`src/rtl/nv_xfer_pkg.sv`:
```
package nv_xfer_pkg;
  typedef enum logic [1:0] {
    NV_OFF    = 2'd0,
    NV_RECALL = 2'd1,
    NV_IDLE   = 2'd2,
    NV_STORE  = 2'd3
  } nv_state_t;
endpackage

```
`src/rtl/nv_dirty_latch.sv`:
```
module nv_dirty_latch (
  input  logic clk,
  input  logic rst_n,
  input  logic set_i,
  input  logic clr_i,
  output logic dirty_o
);
  always_ff @(posedge clk or negedge rst_n) begin
    if (!rst_n)     dirty_o <= 1'b0;
    else if (clr_i) dirty_o <= 1'b0;
    else if (set_i) dirty_o <= 1'b1;
  end

  // a set and a clear never coincide: transfers block writes
  p_no_set_clr_r4: assert property (@(posedge clk) disable iff (!rst_n)
    !(set_i && clr_i));
endmodule

```
`src/rtl/nv_xfer_timer.sv`:
```
module nv_xfer_timer #(
  parameter int CNT_W = 8
) (
  input  logic             clk,
  input  logic             rst_n,
  input  logic             load_i,
  input  logic [CNT_W-1:0] load_val_i,
  input  logic             dec_i,
  output logic             done_o
);
  logic [CNT_W-1:0] cnt_q;

  always_ff @(posedge clk or negedge rst_n) begin
    if (!rst_n)      cnt_q <= '0;
    else if (load_i) cnt_q <= load_val_i;
    else if (dec_i)  cnt_q <= cnt_q - 1'b1;
  end

  assign done_o = (cnt_q == '0);

  p_load_r2: assert property (@(posedge clk) disable iff (!rst_n)
    load_i |=> (cnt_q == $past(load_val_i)));
  p_no_underflow_r2: assert property (@(posedge clk) disable iff (!rst_n)
    (dec_i && !load_i) |-> (cnt_q != '0));
endmodule

```
`src/rtl/nv_trig_arb.sv`:
```
module nv_trig_arb (
  input  logic idle_i,
  input  logic pwr_ok_i,
  input  logic pin_low_i,
  input  logic sw_store_i,
  input  logic sw_recall_i,
  input  logic dirty_i,
  input  logic auto_en_i,
  output logic go_store_o,
  output logic go_off_o,
  output logic go_recall_o
);
  logic loss, pin_ev, sws_ev, swr_ev;

  always_comb begin
    loss   = idle_i && !pwr_ok_i;
    pin_ev = idle_i && pwr_ok_i && pin_low_i;
    sws_ev = idle_i && pwr_ok_i && !pin_low_i && sw_store_i;
    swr_ev = idle_i && pwr_ok_i && !pin_low_i && !sw_store_i && sw_recall_i;
    go_store_o  = dirty_i && ((loss && auto_en_i) || pin_ev || sws_ev);
    go_off_o    = loss && !(auto_en_i && dirty_i);
    go_recall_o = swr_ev;
  end
endmodule

```
`src/rtl/nv_xfer_seq.sv`:
```
module nv_xfer_seq #(
  parameter int STORE_CYC  = 1000,
  parameter int RECALL_CYC = 200
) (
  input  logic clk,
  input  logic rst_n,
  input  logic pwr_ok,
  input  logic busy_pin_in,
  input  logic sw_store_req,
  input  logic sw_recall_req,
  input  logic sw_auto_ena,
  input  logic sw_auto_dis,
  input  logic sram_wr,
  output logic store_cmd,
  output logic recall_cmd,
  output logic rw_inhibit,
  output logic busy_drive_low
);
  import nv_xfer_pkg::*;

  localparam int MAX_CYC = (STORE_CYC > RECALL_CYC) ? STORE_CYC : RECALL_CYC;
  localparam int CNT_W   = $clog2(MAX_CYC + 1);
  localparam logic [CNT_W-1:0] ST_LOAD = CNT_W'(STORE_CYC - 1);
  localparam logic [CNT_W-1:0] RC_LOAD = CNT_W'(RECALL_CYC - 1);

  nv_state_t st_q, st_d;
  logic auto_en_q;
  logic dirty, t_done, t_load, t_dec;
  logic [CNT_W-1:0] t_val;
  logic go_store, go_off, go_recall;
  logic latch_set, latch_clr;
  logic is_idle;

  assign is_idle = (st_q == NV_IDLE);

  nv_trig_arb u_arb (
    .idle_i      (is_idle),
    .pwr_ok_i    (pwr_ok),
    .pin_low_i   (!busy_pin_in),
    .sw_store_i  (sw_store_req),
    .sw_recall_i (sw_recall_req),
    .dirty_i     (dirty),
    .auto_en_i   (auto_en_q),
    .go_store_o  (go_store),
    .go_off_o    (go_off),
    .go_recall_o (go_recall)
  );

  nv_xfer_timer #(.CNT_W(CNT_W)) u_tmr (
    .clk        (clk),
    .rst_n      (rst_n),
    .load_i     (t_load),
    .load_val_i (t_val),
    .dec_i      (t_dec),
    .done_o     (t_done)
  );

  nv_dirty_latch u_dirty (
    .clk     (clk),
    .rst_n   (rst_n),
    .set_i   (latch_set),
    .clr_i   (latch_clr),
    .dirty_o (dirty)
  );

  always_comb begin
    st_d      = st_q;
    t_load    = 1'b0;
    t_val     = RC_LOAD;
    t_dec     = 1'b0;
    latch_clr = 1'b0;
    unique case (st_q)
      NV_OFF: begin
        if (pwr_ok) begin
          st_d   = NV_RECALL;
          t_load = 1'b1;
        end
      end
      NV_RECALL: begin
        if (!pwr_ok) begin
          st_d = NV_OFF;
        end else if (t_done) begin
          st_d      = NV_IDLE;
          latch_clr = 1'b1;
        end else begin
          t_dec = 1'b1;
        end
      end
      NV_IDLE: begin
        if (go_off) begin
          st_d = NV_OFF;
        end else if (go_store) begin
          st_d   = NV_STORE;
          t_load = 1'b1;
          t_val  = ST_LOAD;
        end else if (go_recall) begin
          st_d   = NV_RECALL;
          t_load = 1'b1;
        end
      end
      NV_STORE: begin
        if (t_done) begin
          st_d      = pwr_ok ? NV_IDLE : NV_OFF;
          latch_clr = 1'b1;
        end else begin
          t_dec = 1'b1;
        end
      end
      default: st_d = NV_OFF;
    endcase
  end

  always_ff @(posedge clk or negedge rst_n) begin
    if (!rst_n) begin
      st_q      <= NV_OFF;
      auto_en_q <= 1'b1;
    end else begin
      st_q <= st_d;
      if (sw_auto_dis)      auto_en_q <= 1'b0;
      else if (sw_auto_ena) auto_en_q <= 1'b1;
    end
  end

  assign store_cmd      = (st_q == NV_STORE);
  assign recall_cmd     = (st_q == NV_RECALL);
  assign busy_drive_low = (st_q == NV_STORE);
  assign rw_inhibit     = !is_idle || !busy_pin_in;
  assign latch_set      = sram_wr && !rw_inhibit;

  // ---------------- assertions ----------------
  p_store_dirty_r5: assert property (@(posedge clk) disable iff (!rst_n)
    $rose(store_cmd) |-> $past(dirty));
  p_clean_after_r4: assert property (@(posedge clk) disable iff (!rst_n)
    $fell(store_cmd) |-> !dirty);
  p_dirty_source_r4: assert property (@(posedge clk) disable iff (!rst_n)
    $rose(dirty) |-> $past(sram_wr && !rw_inhibit));
  p_one_xfer_r3: assert property (@(posedge clk) disable iff (!rst_n)
    $onehot0({store_cmd, recall_cmd}));
  p_abort_r12: assert property (@(posedge clk) disable iff (!rst_n)
    (recall_cmd && !pwr_ok) |=> (!recall_cmd && !store_cmd && rw_inhibit));
  p_store_from_idle_r9: assert property (@(posedge clk) disable iff (!rst_n)
    $rose(busy_drive_low) |-> $past(is_idle));
  p_store_end_off_r13: assert property (@(posedge clk) disable iff (!rst_n)
    (store_cmd && t_done && !pwr_ok) |=> (st_q == NV_OFF));
endmodule

```
`config.mk`:
```
export PLATFORM = sky130hd
export DESIGN_NAME = nv_xfer_seq
export DESIGN_NICKNAME = d
export VERILOG_FILES = /design/src/rtl/nv_xfer_pkg.sv /design/src/rtl/nv_dirty_latch.sv /design/src/rtl/nv_xfer_timer.sv /design/src/rtl/nv_trig_arb.sv /design/src/rtl/nv_xfer_seq.sv
export SDC_FILE = /design/constraint.sdc
export NUM_CORES = 1
export LEC_CHECK = 0
export ABC_AREA = 0
export ABC_CLOCK_PERIOD_IN_PS = 2270
export BUFFER_PORTS_ARGS = -buffer_cell sky130_fd_sc_hd__clkbuf_2
export CAP_MARGIN = 20
export CORE_MARGIN = 4
export CORE_UTILIZATION = 50
export DETAILED_ROUTE_END_ITERATION = 8
export GPL_TIMING_DRIVEN = 0
export PLACE_DENSITY = 0.69
export SYNTH_ARGS = -nofsm -noshare
export SYNTH_HDL_FRONTEND = slang
export SYNTH_SLANG_ARGS = --single-unit
export TNS_END_PERCENT = 1
```
`constraint.sdc`:
```
create_clock -name clk -period 2.27 [get_ports clk]
set_input_delay 0.3405 -clock clk [delete_from_list [all_inputs] [get_ports clk]]
set_output_delay 0.3405 -clock clk [all_outputs]
set_load 0.01 [all_outputs]
```
==> impl_metrics.toml, run 1 <==
[outcome]
status = "finished, final reports clean"

[clocking]
cts_hold_buf = 1
cts.sinks = 14
cts_tree = "built"
clkTransAtPathRegs_ns = 0.08
clock_path_buffers = 2
clk_latency_ns = 0.28
postCtsSetupRepairBufs = 0
cts_made_buffers = 3
cts_htree_levels = 1
ctsResizeCount = 0
cts-root-buf = "clkbuf_4"

[worst_setup_path]
setup.worst_path.start = "u_tmr.cnt_q[0]"
critical-path-slowest-cell = "dfrtp_1"
cp_num_buf_inv = 1
path_max_fanout = 6
crit_type = "register to register"
cp.arrival_ns = 2.16
critPathTopFamily = "compound AO/OA/AOI/OAI gates"
r2r-end = "u_tmr.cnt_q[4]"
reg2reg_from = "u_tmr.cnt_q[0]"
endpoint_kind = "register"
cp-endpoint = "u_tmr.cnt_q[4]"
worstPathRequired_ns = 2.43
startpoint_type = "register"
reg2reg_slack_ns = 0.27
cp.depth = 7
ff2ff_path_depth = 7
cp_slowest_stage_delay_ns = 0.45
cp_cell_sequence = "inv_1, ha_1, nor2b_1, a31oi_1, nand2_1, o311ai_1, o41ai_1"

[run]
max-cap-violations = 0

[logic_synthesis]
synthArstFlopShare = 1.000
syn_area_um2 = 832.0
yosys_warnings = 0
ys_types = 32
post-synth-top-area-fraction = 0.3910
syn_area_per_cell_um2 = 9.455
ys_ff_latch = 14
synth.largest_area_cell = "dfrtp_1"
synthTopCellsByCount = "13 x dfrtp_1, 10 x nand2_1, 6 x a21oi_1, 6 x nand3_1, 6 x nor2_1"
synth_most_common_cell = "dfrtp_1"
synth_edf_count = 0
ys.flop_type = "dfrtp_1"
netlist_instances = 88
syn_nets = 99
yosysSeqAreaShare = 0.4226
synth_area_leaders = "dfrtp_1 39%, nand2_1 4.5%, xor2_1 4.2%"

[floorplanning]
placementRows = 14
dieArea_um2 = 2381
start_util = 0.5398
die_w_um = 48.80
die_y_um = 48.80
ios = 13
core_um2 = 1541

[sta]
slew_headroom = 0.6968
skew_ns = 0.001296
grt_setup_unrepaired = "no"
setup_tns_ns = 0
slew_violations = 0
fin_ws_ns = 0.2728
period_share = 0.8798
setup_viol = 0
fmax_ghz = 0.5007
tightestPinTransition_ns = 0.4514
timing.final.crit_period_ns = 1.997
hold_viol_final = 0

[place]
pre_cts_ws_ns = 0.3253
dp_hpwl_um = 1246
placed_cell_area_um2 = 912.1
gp_congestion = 0.8361
io_buffers = 12

[layout]
finish.instance_area_um2 = 948.4
n_antenna_cell = 0
syn_to_final_growth_pct = 13.99
post-route-util = 0.6153
nNetsFinal = 117
drive_gt1_frac = 0.2381

[grt]
grt_remaining_overflow = 0
grt_max_degree = 15
grt_pass1_wl_um = 2960
antenna_found_initial = 0
grt_pass1_vias = 678
grt.total_usage = 0.1559

[pwr]
peakVddDrop_v = 0.0004427
power.leakage_nw = 0.4038
power.density_nw_per_um2 = 1025

[detailed_routing]
drt_iter0_drc = 11
antenna_left = 0
routed_wl_um = 1670
drc = 0
viasPerCell = 5.926
firstDrtPassIters = 4
num_vias = 717
wl_per_cell_um = 13.80

[hold_path]
hold_class = "primary input to register"
## state kept, by name (all words and copies together) (netlist names)
| register | flops |
|---|---|
| st_q | 2 |
| u_tmr.cnt_q | 10 |
| auto_en_q | 1 |
| u_dirty.dirty_o | 1 |
## layout by cell type (no fill, tap or decap), types with 2 or more instances in the layout
| cell | n |
|---|---|
| clkbuf_2 | 12 |
| dfrtp_1 | 13 |
| a31oi_1 | 4 |
| and2_1 | 3 |
| clkbuf_4 | 3 |
| inv_1 | 2 |
| o21ai_2 | 2 |
| nor3_1 | 4 |
| xor2_1 | 4 |
| o21ai_0 | 3 |
| nand3_1 | 6 |
| nand2_1 | 10 |
| nor2_1 | 6 |
| a21oi_1 | 6 |
| nor2b_1 | 3 |
| o21ai_1 | 3 |
| ha_1 | 2 |
## report_power, final
group,switching (mW),internal (mW)
Clock,0.0796,0.0682
Sequential,0.104,0.322
Combinational,0.221,0.177
## how the worst min path moves through the flow
stage,startpoint,to,slack [ns],depth (start not counted)
final,sw_auto_dis,auto_en_q,0.17,2
after global routing,sw_auto_dis,auto_en_q,0.16,2
after CTS,sw_auto_dis,auto_en_q,0.16,2
after detailed placement,rst_n,u_tmr.cnt_q[0],0.26,1
after global placement,rst_n,u_tmr.cnt_q[6],0.26,1
after floorplan,rst_n,st_q[0],0.04,0
## logic make-up after synthesis
kind of cell	Yosys count	synth area share
and+or+nand+nor	39	0.2677
AOI/OAI and AO/OA	25	0.2060
DFF	14	0.4226
xor gates and xnor gates	4	0.04210
buffers and inverters	4	0.03158
adders and majority gates	2	0.03007
## final cells by class
class | count | area [um2]
plain buffers | 2 | 18.77
clock buffers | 4 | 26.28
fillers | 142 | 593.1
inverters | 2 | 7.507
multi-input cells | 70 | 454.2
flip-flops and latches | 14 | 351.6
well taps | 16 | 20.02
repair buffers | 13 | 70.07
## per-stage QoR
stage | power (mW) | std cells | hold WS (ns)
CTS | 0.9798 | 121 | 0.1626
global placement | 0.8168 | 116 | 0.2574
finish | 0.9719 | 121 | 0.1650
detailed placement | 0.8274 | 116 | 0.2625
global route | 1.057 | 121 | 0.1604
floorplan | 0.7113 | 88 | 0.04491
## routing by layer
metal | vias to the layer above | GRT usage | wire length (um)
met2 | 13 | 0.2609 | 776
met4 | 0 | 0.08072 | 38
met5 | - | 0 | 0
met3 | 5 | 0.01835 | 53
li1 | 361 | - | -
met1 | 338 | 0.1949 | 801
Note: power is estimated with default switching activity, not from simulation.
==> run 2, diff against run 1 <==
PLACE_DENSITY = 0.68   (was 0.69)
SYNTH_HIERARCHICAL = 1   (was default)
==> run 2 against run 1 <==
Clock power grew 20%. Sequential power is 16% higher. Largest cell class unchanged. Die area up 3.8%.
==> impl_metrics.toml, run 2 <==
[sta]
grt_setup_unrepaired = "yes"
period_share = 0.9502
fin_ws_ns = 0.1131
skew_ns = 0.001996
slew_violations = 0
hold_viol_final = 0
timing.final.crit_period_ns = 2.157
fmax_ghz = 0.4636
whs_ns = 0.1675
setup_viol = 0

[floorplanning]
core_um2 = 1577
ios = 13
die_y_um = 49.71
placementRows = 14
dieArea_um2 = 2471
start_util = 0.5516
die_w_um = 49.71

[logic_synthesis]
yosysSeqAreaShare = 0.4043
synth_edf_count = 0
ys_types = 39
synth_area_leaders = "dfrtp_1 37%, nor2_1 5.2%, or4_1 4.3%"
yosys_warnings = 6
synthTopCellsByCount = "13 x dfrtp_1, 12 x nor2_1, 9 x nand2_1, 6 x inv_1, 6 x o21ai_0"
syn_area_um2 = 869.6
synth.largest_area_cell = "dfrtp_1"
ys.flop_type = "dfrtp_1"
synthArstFlopShare = 1.000
netlist_instances = 99
synth_most_common_cell = "dfrtp_1"
ys_ff_latch = 14
syn_area_per_cell_um2 = 8.784
post-synth-top-area-fraction = 0.3741

[pwr]
power.leakage_nw = 0.4910
peakVddDrop_v = 0.0005866
power.density_nw_per_um2 = 1123
fin_total_pwr_mw = 1.232

[detailed_routing]
drt_iter0_drc = 21
firstDrtPassIters = 4
antenna_left = 0
drc = 0
num_vias = 768
viasPerCell = 5.447
wl_per_cell_um = 12.43
routed_wl_um = 1752

[hold_path]
hold_start = "sw_auto_dis"
hold_path_end = "auto_en_q"
hold_class = "primary input to register"
holdPathStages = 2

[layout]
max_flop_register = "u_tmr/cnt_q"
largest_register_ffs = 10
drive_gt1_frac = 0.3200
post-route-util = 0.6960
n_antenna_cell = 0
layout_common_cells = "12 x clkbuf_2, 12 x dfrtp_1, 11 x nor2_1, 8 x nand2_1"
largestRegisters = "u_tmr/cnt_q: 10 flops, st_q: 2 flops"
syn_to_final_growth_pct = 26.19
finish.instance_area_um2 = 1097
nNetsFinal = 136

[run]
max-cap-violations = 0

[worst_setup_path]
worstPathRequired_ns = 2.48
startpoint_type = "register"
crit_type = "register to register"
endpoint_kind = "register"
r2r-end = "u_tmr/cnt_q[7]"
cp.arrival_ns = 2.37
ff2ff_path_depth = 9
reg2reg_from = "st_q[0]"
reg2reg_slack_ns = 0.11
path_max_fanout = 10

[grt]
grt_remaining_overflow = 0
grt_pass1_vias = 740
grt_max_degree = 15
grt.total_usage = 0.1698
grt_pass1_wl_um = 3277
antenna_found_initial = 0

[clocking]
cts_tree = "built"
cts_made_buffers = 3
clkTransAtPathRegs_ns = 0.08
cts-root-buf = "clkbuf_4"
clk_latency_ns = 0.28
clock_path_buffers = 2
cts_htree_levels = 1
cts.sinks = 14

[place]
dp_hpwl_um = 1324
gp_congestion = 0.7622
io_buffers = 12
pre_cts_ws_ns = -0.2038
placed_cell_area_um2 = 968.4

[outcome]
status = "finished, final reports clean"
## run 2: per-stage QoR
stage                     std cells   TNS, ns
after floorplan                 104         0
after global placement          132   -0.8393
after detailed placement        132    -1.131
after CTS                       137  -0.01780
after global routing            141  -0.01735
final                           141         0
## run 2: power breakdown
group / total (mW) / leakage (nW) / switching [mW] / internal [mW]
clock: 0.177 / 0.0210 / 0.0791 / 0.0975
sequential: 0.495 / 0.168 / 0.129 / 0.366
combinational: 0.560 / 0.302 / 0.275 / 0.286
total: 1.23 / 0.491 / 0.483 / 0.750
## run 2: kinds of logic (layout without fill, tap and decap cells)
group,Yosys count,count (layout),synth area share
simple gates,44,44,0.2777
flops,14,14,0.4043
xor+xnor,2,2,0.02015
compound gates,23,23,0.1842
other cells,2,7,0.008636
buf+inv,11,32,0.06473
mux,2,2,0.02590
fa+ha+maj,1,1,0.01439
## run 2: how the worst max path moves through the flow
stage | start | end | slack (ns) | cells past startpoint
finish | st_q[0] | u_tmr/cnt_q[7] | 0.11 | 9
global route | st_q[0] | u_tmr/cnt_q[7] | -0.02 | 9
CTS | u_tmr/cnt_q[0] | u_tmr/cnt_q[9] | -0.01 | 9
detailed placement | st_q[0] | u_tmr/cnt_q[7] | -0.20 | 11
global placement | st_q[0] | u_tmr/cnt_q[7] | -0.16 | 11
floorplan | u_tmr/cnt_q[0] | u_tmr/cnt_q[5] | 0.07 | 9
## run 2: layer usage
layer	wire, um	share of wire	GRT usage	vias to the layer above
met3	48	0.027	0.02711	2
li1	-	-	-	403
met2	793	0.45	0.2555	10
met4	12	0.0068	0.05530	0
met1	898	0.51	0.2458	353
met5	0	0	0	-
## run 2: repair_timing
| action | in CTS | in global routing |
|---|---|---|
| pin swaps | 1 | 2 |
| endpoints found under the hold margin | 13 | 0 |
| setup buffers | 0 | 4 |
| endpoints found under the setup margin | 8 | 8 |
| resized for setup | 8 | 10 |
| hold buffers | 1 | 0 |
## run 2: worst max-delay path, cell delays in order (launching register included)
cell      delay, ns
dfrtp_2        0.46
nand2b_1       0.20
inv_2          0.12
inv_1          0.06
a211oi_2       0.22
o21bai_2       0.18
o21ai_2        0.09
buf_4          0.17
or4_1          0.52
nand3_1        0.10
## run 2: layout make-up
cell class | count | area [um2]
buffer | 4 | 36.28
timing repair buffer | 17 | 100.1
tap | 16 | 20.02
inverter | 7 | 26.28
clock buffer | 4 | 36.28
multi-input combinational | 79 | 525.5
fill | 129 | 479.2
sequential | 14 | 352.8
